[config.mk]
export PLATFORM = sky130hd
export DESIGN_NAME = rtc_alarm_match
export DESIGN_NICKNAME = d
export VERILOG_FILES = /design/src/rtl/rtc_alarm_pkg.sv /design/src/rtl/rtc_alarm_ctrl.sv /design/src/rtl/rtc_alarm_dp.sv /design/src/rtl/rtc_alarm_match.sv
export SDC_FILE = /design/constraint.sdc
export NUM_CORES = 1
export LEC_CHECK = 0
export CORE_MARGIN = 1.5
export CORE_UTILIZATION = 40
export DETAILED_ROUTE_END_ITERATION = 10
export GPL_TIMING_DRIVEN = 0
export PLACE_DENSITY = 0.77
export SLEW_MARGIN = 20
export SYNTH_ARGS = -nofsm -noshare
export SYNTH_HDL_FRONTEND = slang
export SYNTH_SLANG_ARGS = --single-unit
[constraint.sdc]
create_clock -name clk -period 3.5 [get_ports clk]
set_input_delay 0.7 -clock clk [delete_from_list [all_inputs] [get_ports clk]]
set_output_delay 0.7 -clock clk [all_outputs]
set_load 0.03 [all_outputs]
[src/rtl/rtc_alarm_pkg.sv]
package rtc_alarm_pkg;

  localparam int DATA_W     = 8;
  localparam int ADDR_W     = 3;
  localparam int NUM_FIELDS = 4;

  // alarm fields sit at ascending addresses starting here
  localparam logic [ADDR_W-1:0] ADR_FIELD0 = 3'd0;
  localparam logic [ADDR_W-1:0] ADR_IEN    = 3'd4;
  localparam logic [ADDR_W-1:0] ADR_FLAG   = 3'd5;

  localparam int MASK_BIT = 7;
  localparam int IEN_BIT  = 7;
  localparam int FLAG_BIT = 6;

  // field indices
  localparam int F_SEC  = 0;
  localparam int F_MIN  = 1;
  localparam int F_HOUR = 2;
  localparam int F_DATE = 3;

  typedef enum logic [2:0] {
    RPT_MONTH,
    RPT_DAY,
    RPT_HOUR,
    RPT_MIN,
    RPT_SEC
  } rptMode_e;

  typedef struct packed {
    logic ldSec;
    logic ldMin;
    logic ldHour;
    logic ldDate;
    logic ldIen;
    logic clrFlag;
    logic setFlag;
    logic fireIrq;
  } strobe_t;

  // bits of a field that take part in the time comparison
  function automatic logic [DATA_W-1:0] cmpMask(input int idx);
    if (idx == F_SEC || idx == F_MIN) return 8'h7F;
    return 8'h3F;
  endfunction

  // tens digit of tensW bits above a 4-bit units digit
  function automatic logic [7:0] bcdDecode(input logic [7:0] v, input int tensW);
    logic [7:0] tens;
    case (tensW)
      3:       tens = {5'd0, v[6:4]};
      2:       tens = {6'd0, v[5:4]};
      default: tens = {7'd0, v[4]};
    endcase
    return tens * 8'd10 + {4'd0, v[3:0]};
  endfunction

  function automatic logic fieldAccept(input int idx, input logic [7:0] v);
    case (idx)
      F_SEC, F_MIN: return bcdDecode(v, 3) <= 8'd59;
      F_HOUR:       return bcdDecode(v, 2) <= 8'd23;
      default:      return bcdDecode(v, 1) != 8'd0;
    endcase
  endfunction

endpackage

[src/rtl/rtc_alarm_ctrl.sv]
module rtc_alarm_ctrl
  import rtc_alarm_pkg::*;
(
  input  logic                  regWe,
  input  logic                  regRe,
  input  logic [ADDR_W-1:0]     regAddr,
  input  logic [DATA_W-1:0]     regWdata,
  input  logic [NUM_FIELDS-1:0] maskBits,
  input  logic [NUM_FIELDS-1:0] fieldEq,
  input  logic                  ienBit,
  input  logic                  secTick,
  output strobe_t               strobe
);

  rptMode_e              rptMode;
  logic [NUM_FIELDS-1:0] needVec;
  logic [NUM_FIELDS-1:0] ldVec;
  logic                  matchNow;

  // mask pattern {date,hour,min,sec} -> repeat rate
  always_comb begin
    case (maskBits)
      4'b0000: rptMode = RPT_MONTH;
      4'b1000: rptMode = RPT_DAY;
      4'b1100: rptMode = RPT_HOUR;
      4'b1110: rptMode = RPT_MIN;
      default: rptMode = RPT_SEC;
    endcase
  end

  always_comb begin
    case (rptMode)
      RPT_MONTH: needVec = 4'b1111;
      RPT_DAY:   needVec = 4'b0111;
      RPT_HOUR:  needVec = 4'b0011;
      RPT_MIN:   needVec = 4'b0001;
      default:   needVec = 4'b0000;
    endcase
  end

  assign matchNow = &(fieldEq | ~needVec);

  for (genvar g = 0; g < NUM_FIELDS; g++) begin : g_fieldLoad
    localparam logic [ADDR_W-1:0] FIELD_ADR = ADR_FIELD0 + ADDR_W'(g);
    assign ldVec[g] = regWe && (regAddr == FIELD_ADR) && fieldAccept(g, regWdata);
  end

  always_comb begin
    strobe         = '0;
    strobe.ldSec   = ldVec[F_SEC];
    strobe.ldMin   = ldVec[F_MIN];
    strobe.ldHour  = ldVec[F_HOUR];
    strobe.ldDate  = ldVec[F_DATE];
    strobe.ldIen   = regWe && (regAddr == ADR_IEN);
    strobe.clrFlag = regRe && (regAddr == ADR_FLAG);
    strobe.setFlag = secTick && matchNow;
    strobe.fireIrq = secTick && matchNow && ienBit;
  end

endmodule

[src/rtl/rtc_alarm_dp.sv]
module rtc_alarm_dp
  import rtc_alarm_pkg::*;
(
  input  logic                                clk,
  input  logic                                rstN,
  input  strobe_t                             strobe,
  input  logic [ADDR_W-1:0]                   regAddr,
  input  logic [DATA_W-1:0]                   regWdata,
  input  logic [NUM_FIELDS-1:0][DATA_W-1:0]   curTime,
  output logic [NUM_FIELDS-1:0][DATA_W-1:0]   alarmQ,
  output logic [DATA_W-1:0]                   ienQ,
  output logic                                flagQ,
  output logic                                irqOut,
  output logic [DATA_W-1:0]                   regRdata,
  output logic [NUM_FIELDS-1:0]               fieldEq,
  output logic [NUM_FIELDS-1:0]               maskBits
);

  logic [NUM_FIELDS-1:0] ldVec;
  assign ldVec = {strobe.ldDate, strobe.ldHour, strobe.ldMin, strobe.ldSec};

  for (genvar g = 0; g < NUM_FIELDS; g++) begin : g_field
    localparam logic [DATA_W-1:0] CMP = cmpMask(g);
    always_ff @(posedge clk) begin
      if (!rstN)          alarmQ[g] <= '0;
      else if (ldVec[g])  alarmQ[g] <= regWdata;
    end
    assign fieldEq[g]  = (alarmQ[g] & CMP) == (curTime[g] & CMP);
    assign maskBits[g] = alarmQ[g][MASK_BIT];
  end

  always_ff @(posedge clk) begin
    if (!rstN) begin
      ienQ   <= '0;
      flagQ  <= 1'b0;
      irqOut <= 1'b0;
    end else begin
      if (strobe.ldIen) ienQ <= regWdata;
      if (strobe.setFlag)      flagQ <= 1'b1;
      else if (strobe.clrFlag) flagQ <= 1'b0;
      irqOut <= strobe.fireIrq;
    end
  end

  always_comb begin
    regRdata = '0;
    if (regAddr < ADR_FIELD0 + ADDR_W'(NUM_FIELDS)) regRdata = alarmQ[regAddr[1:0]];
    else if (regAddr == ADR_IEN)  regRdata = ienQ;
    else if (regAddr == ADR_FLAG) regRdata[FLAG_BIT] = flagQ;
  end

endmodule

[src/rtl/rtc_alarm_match.sv]
module rtc_alarm_match
  import rtc_alarm_pkg::*;
(
  input  logic              clk,
  input  logic              rstN,
  input  logic              regWe,
  input  logic              regRe,
  input  logic [2:0]        regAddr,
  input  logic [7:0]        regWdata,
  output logic [7:0]        regRdata,
  input  logic [7:0]        curSec,
  input  logic [7:0]        curMin,
  input  logic [7:0]        curHour,
  input  logic [7:0]        curDate,
  input  logic              secTick,
  output logic              irqOut
);

  strobe_t                              strobe;
  logic [NUM_FIELDS-1:0][DATA_W-1:0]    curTime;
  logic [NUM_FIELDS-1:0][DATA_W-1:0]    alarmQ;
  logic [DATA_W-1:0]                    ienQ;
  logic                                 flagQ;
  logic [NUM_FIELDS-1:0]                fieldEq;
  logic [NUM_FIELDS-1:0]                maskBits;

  assign curTime = {curDate, curHour, curMin, curSec};

  rtc_alarm_ctrl u_ctrl (
    .regWe    (regWe),
    .regRe    (regRe),
    .regAddr  (regAddr),
    .regWdata (regWdata),
    .maskBits (maskBits),
    .fieldEq  (fieldEq),
    .ienBit   (ienQ[IEN_BIT]),
    .secTick  (secTick),
    .strobe   (strobe)
  );

  rtc_alarm_dp u_dp (
    .clk      (clk),
    .rstN     (rstN),
    .strobe   (strobe),
    .regAddr  (regAddr),
    .regWdata (regWdata),
    .curTime  (curTime),
    .alarmQ   (alarmQ),
    .ienQ     (ienQ),
    .flagQ    (flagQ),
    .irqOut   (irqOut),
    .regRdata (regRdata),
    .fieldEq  (fieldEq),
    .maskBits (maskBits)
  );

endmodule

[Word level (Yosys, flattened, before mapping)]
Index checks and enable logic that the tools add are counted.
Operators by class
  reductions and logical operators: 18
  equality and inequality tests: 15
  divide/modulo/power cells: 0
  muxes and demuxes: 11
  magnitude comparators: 4
  shifts and indexed selects: 0
  add/subtract/negate cells: 3
  $mul: 3
  bitwise logic cells: 2
Operators with widths (count)
  $add A8 B4 Y8: 3
  $bmux W8 S2: 1
  $mux W8: 2
  $pmux W4 S4: 1
  $eq A7 B7 Y1: 2
  $eq A3 B2 Y1 const B: 4
  $eq A4 B4 Y1 const B: 3
  $eq A6 B6 Y1: 2
  $logic_and A1 B1 Y1: 12
  $pmux W3 S4: 1
  $le A8 B5 Y1 const B: 1
  $le A8 B6 Y1 const B: 1
  $reduce_bool A8 Y1: 1
  $eq A3 B1 Y1 const B: 2
  $eq A3 B3 Y1 const B: 2
  $logic_not A3 Y1: 2
  $mul A3 B3 Y6 const B: 1
  $mux W6: 1
  $mul A2 B3 Y5 const B: 1
  $mux W1: 5
  $logic_not A4 Y1: 1
  $mul A1 B3 Y4 const B: 1
  $not A4 Y4: 1
  $or A4 B4 Y4: 1
  4 further kinds: 4
Storage, ports and cells
  memory bits (writable): 0
  flip-flop bits (word level): 42
  word-level logic and storage cells: 63
  input bits: 48
  memories kept: 0
  ROM bits: 0
  bits in latches: 0

[Depth between registers and ports, before layout]
  depth in word-level cells: 9
  mapped depth: 9
  mapped depth without buffers: 9

[Modules after synthesis]
Synthesis repeated with hierarchy kept, for this count alone.
Unflattened totals
  cell total of the unflattened synthesis: 277
  area total of the unflattened synthesis: 2638.8 µm²
Modules (own cells, without submodules)
  rtc_alarm_dp: times used 1, area each 2249.7 µm², seq. area each 840.8 µm², cells each 223
  rtc_alarm_ctrl: times used 1, area each 389.1 µm², seq. area each 0.0 µm², cells each 54

[Worst setup path before layout]
Ideal clock, no wire load.
  kind: input -> output
  start: input regAddr[0]
  end: output regRdata[1]
  slack: 717 ps
  arrival: 2083 ps
  required time: 2800 ps
  stages on the path: 5
  path through: buf_2 > buf_2 > mux4_2 > inv_1 > o21ai_0
On the way
  longest elaborated chain between the ends: 3
  elaborated cells between the ends (all ways): 6
  those cells by class: order compare: 1; eq/ne: 1; mux: 4
Ends and longest elaborated chain
  start: declaration: line rtc_alarm_match.sv:8  | input logic [2:0] regAddr,
  $bmux W8 S2 / $eq A3 B3 Y1 (equally long branches): line rtc_alarm_dp.sv:47, rtc_alarm_dp.sv:48
  $mux W8 (not written as such) / $mux W6 (equally long branches): line rtc_alarm_dp.sv:47, rtc_alarm_dp.sv:48
  $mux W8 (*): line rtc_alarm_dp.sv:47  | if (regAddr < ADR_FIELD0 + ADDR_W'(NUM_FIELDS)) regRdata = alarmQ[regAddr[1:0]];
  end: declaration: line rtc_alarm_match.sv:10  | output logic [7:0] regRdata,
Every way passes the cells marked *; elsewhere a longest branch is shown, timed or not. The select of a mux whose other input is x is not followed.

[Worst setup path after layout]
  start: input regAddr[2]
  end: output regRdata[2]
On the way
  longest elaborated chain between the ends: 3
  elaborated cells between the ends (all ways): 4
  those cells by class: order compare: 1; eq/ne: 1; mux: 2
Ends and longest elaborated chain (line)
  parallel branches: the longest is 2 deep, another holds $lt A3 B3 Y1
  $mux W8 (*): rtc_alarm_dp.sv:47
Mark *: on every way between the ends.

==> impl_metrics.tcl <==
set metrics [dict create \
    drc 0 \
    postRouteAntennaNets 0 \
    async_flop_share_pct 0 \
    fillers 598 \
    ys_types 42 \
    grt_max_degree 14 \
    leakagePower_nw 1.43 \
    crit_type "primary input to primary output" \
    post-route-util_pct 51.9 \
    r2r_end "u_dp.irqOut$_SDFF_PN0_" \
    cts_buffer_depth 2 \
    first_pass_iters 4 \
    r2r_setup_slack_ns 1.85 \
    clock_sinks 42 \
    post-route-period-util_pct 96.4 \
    path_buf_inv 2 \
    avgSynthCellArea_um2 9.25 \
    drt_iter0_drc 160 \
    diodes 0 \
    synthesis.nets 338 \
    crit_path_start "regAddr[2]" \
    root_buffer "clkbuf_8" \
    cp.required_ns 2.80 \
    synth_area_um2 2590 \
    rows 29 \
    setup_slack_ns 0.128 \
    slew_headroom_pct 69.3 \
    final_layout_size_suffix_gt1_share_pct 8.96 \
    critPathMaxFanout 11 \
    vdd_ir_drop_max_uv 153 \
    startpoint_type "primary input" \
    die_area_um2 6960 \
    finalHoldViolations 0 \
    synth_cells 280 \
    clk_latency_ns 0.30 \
    grt_use_total_pct 18.9 \
    die_w_um 83.4 \
    synth-edff-count 0 \
    path_clk_slew_ns 0.08 \
    cellPowerDensity_nw_per_um2 320 \
    worstPathCellList "clkdlybuf4s50_1 > nand2b_1 > nor2_4 > nand2_1 > o21ai_0 > clkdlybuf4s50_1" \
    crit_cells 6 \
    wl_per_cell_um 15.8 \
    power_mw 1.05 \
    num_vias 2203 \
    grt_antenna_before_repair 0 \
    fin_crit_ns 3.37 \
    cts_setup_buffers 0 \
    yosys_warnings 0 \
    core_um2 6310 \
    critPathCapture "regRdata[2]" \
    initial_core_util_pct 41.0 \
    fin_nets 392 \
    dp_slack_ns -0.104 \
    endpoint_kind "primary output" \
    tritoncts "done" \
    reg2reg_depth 5 \
    grt_pass1_vias 2146 \
    grt_pass1_wl_mm 10.4 \
    rsz0062_at_grt "false" \
    drv_slew 0 \
    cts_made_buffers 5 \
    worstPathArrival_ns 2.67 \
    tightest_slew_ns 0.460 \
    final.setup_skew_ns 0.00756 \
    ys_seq_elements 42 \
    critPathTopFamily "buffers and inverters" \
    io_buffer_count 48 \
    cp_common_cell "clkdlybuf4s50_1" \
    fmaxAchievable_mhz 297 \
    status "finished, final reports clean" \
    dieHeight_um 83.4 \
    slowest_delay_ns 0.70 \
    hpwl_mm 5.14 \
    place.gp.congestion 0.888 \
    slowest_stage "clkdlybuf4s50_1" \
    fin_tns_setup_ns 0 \
    ioPinCount 57 \
    routed_wl_mm 6.49 \
    via_per_inst 5.35 \
    holdBufCountCts 0 \
    setup_viol 0 \
    r2r-start "u_dp.alarmQ[17]$_SDFFE_PN0P_" \
    yosysSeqAreaShare_pct 32.5 \
    drv_cap 0 \
    cts_max_level 2 \
    area_growth_pct 26.5 \
    overflow 0 \
    hp-class "flip-flop to flip-flop" \
    ys.flop_type "dfxtp_1" \
]
[report_power, final]
| group | switching, mW | internal, mW | total (mW) |
|---|---|---|---|
| clock network | 0.174 | 0.159 | 0.333 |
| logic | 0.105 | 0.110 | 0.215 |
| registers | 0.0113 | 0.489 | 0.500 |
| total | 0.291 | 0.757 | 1.05 |
[metal layers]
layer	share of wire [%]	up-vias	GRT usage, %	wire [µm]
met5	0	-	0	0
met4	2.7	0	6.86	178
met3	5.5	18	4.87	356
met2	47	71	31.4	3060
met1	45	1038	23.7	2890
li1	-	1076	-	-
[cell type report]
cell class / count / area [µm²] / share of cell area [%]
plain buffers: 10 / 43.8 / 1.34
clock buffers: 6 / 82.6 / 2.52
clock inverters: 2 / 12.5 / 0.382
inverters: 10 / 37.5 / 1.15
multi-input cells: 217 / 1670 / 51.0
flip-flops and latches: 42 / 841 / 25.7
well taps: 77 / 96.3 / 2.94
repair buffers: 48 / 490 / 15.0
[worst min-delay path: cells and delay by family (launching register included)]
family	cells	cell delay, ns
and+or+nand+nor	1	0.05
DFF	1	0.32
AOI/OAI and AO/OA	1	0.06
[cells in the final DEF, fill, tap and decap left out, drive strengths merged, types with 2 or more instances in the layout]
master          n
buf             3
nor4            3
dfxtp          42
and3            2
clkbuf         13
o21ai          11
mux2i          33
nor3            3
nor2            9
inv            10
o21a            3
a21boi          8
xnor2          14
and2b           3
mux4            8
a21oi           8
clkdlybuf4s50  44
nor2b          18
dlymetal6s2s    4
ha              9
nand2          53
xor2           12
o22ai           2
nand4           6
[state kept, by name, summed over array words and instances, names as in the netlist]
register / count
u_dp.flagQ: 1
u_dp.ienQ: 8
u_dp.irqOut: 1
u_dp.alarmQ: 32
[cells by family (layout without fill, tap and decap cells)]
group / Yosys count / after routing / share of synthesized area (%)
and+or+nand+nor: 99 / 99 / 19.1
DFF: 42 / 42 / 32.5
AOI/OAI and AO/OA: 41 / 41 / 11.6
muxes: 41 / 41 / 19.7
xor gates and xnor gates: 26 / 26 / 8.80
buffers and inverters: 21 / 76 / 3.19
adders and majority gates: 10 / 10 / 5.12
[how the worst min path moves through the flow]
stage                                            to                 startpoint  depth (start not counted)
after floorplan           u_dp.ienQ[6]$_SDFFE_PN0P_  u_dp.ienQ[6]$_SDFFE_PN0P_                          2
after global placement    u_dp.ienQ[5]$_SDFFE_PN0P_  u_dp.ienQ[5]$_SDFFE_PN0P_                          2
after detailed placement  u_dp.ienQ[5]$_SDFFE_PN0P_  u_dp.ienQ[5]$_SDFFE_PN0P_                          2
after CTS                 u_dp.ienQ[5]$_SDFFE_PN0P_  u_dp.ienQ[5]$_SDFFE_PN0P_                          2
after global routing      u_dp.ienQ[5]$_SDFFE_PN0P_  u_dp.ienQ[5]$_SDFFE_PN0P_                          2
final                     u_dp.ienQ[5]$_SDFFE_PN0P_  u_dp.ienQ[5]$_SDFFE_PN0P_                          2
[cell usage after synthesis, drive strengths merged (2+ instances only)]
master | count | share of area (%)
ha | 9 | 4.4
nand4 | 6 | 2.3
nor2b | 18 | 4.4
nor4 | 3 | 0.73
xor2 | 12 | 4.1
a21oi | 8 | 2.4
mux2i | 33 | 13
a21boi | 8 | 2.3
mux4 | 8 | 7.0
dfxtp | 42 | 32
nand2 | 53 | 7.7
buf | 3 | 0.58
clkbuf | 8 | 1.2
o21ai | 11 | 2.3
nor3 | 3 | 0.58
o22ai | 2 | 0.73
xnor2 | 14 | 4.7
and3 | 2 | 0.48
inv | 10 | 1.5
nor2 | 9 | 1.6
o21a | 3 | 0.87
and2b | 3 | 0.92
[through the flow]
stage	area [µm²]	cells	hold WS [ns]
6_report	3270	412	0.466
5_1_grt	3270	412	0.495
4_1_cts	3260	412	0.468
3_5_place_dp	3170	405	0.457
3_3_place_gp	3170	405	0.451
2_1_floorplan	2590	280	0.443
[timing repair]
action	4_1_cts	5_1_grt
setup endpoints to repair	8	8
cloned	0	0
resized for setup	1	5
No activity file was read; power rests on OpenSTA's default activity.
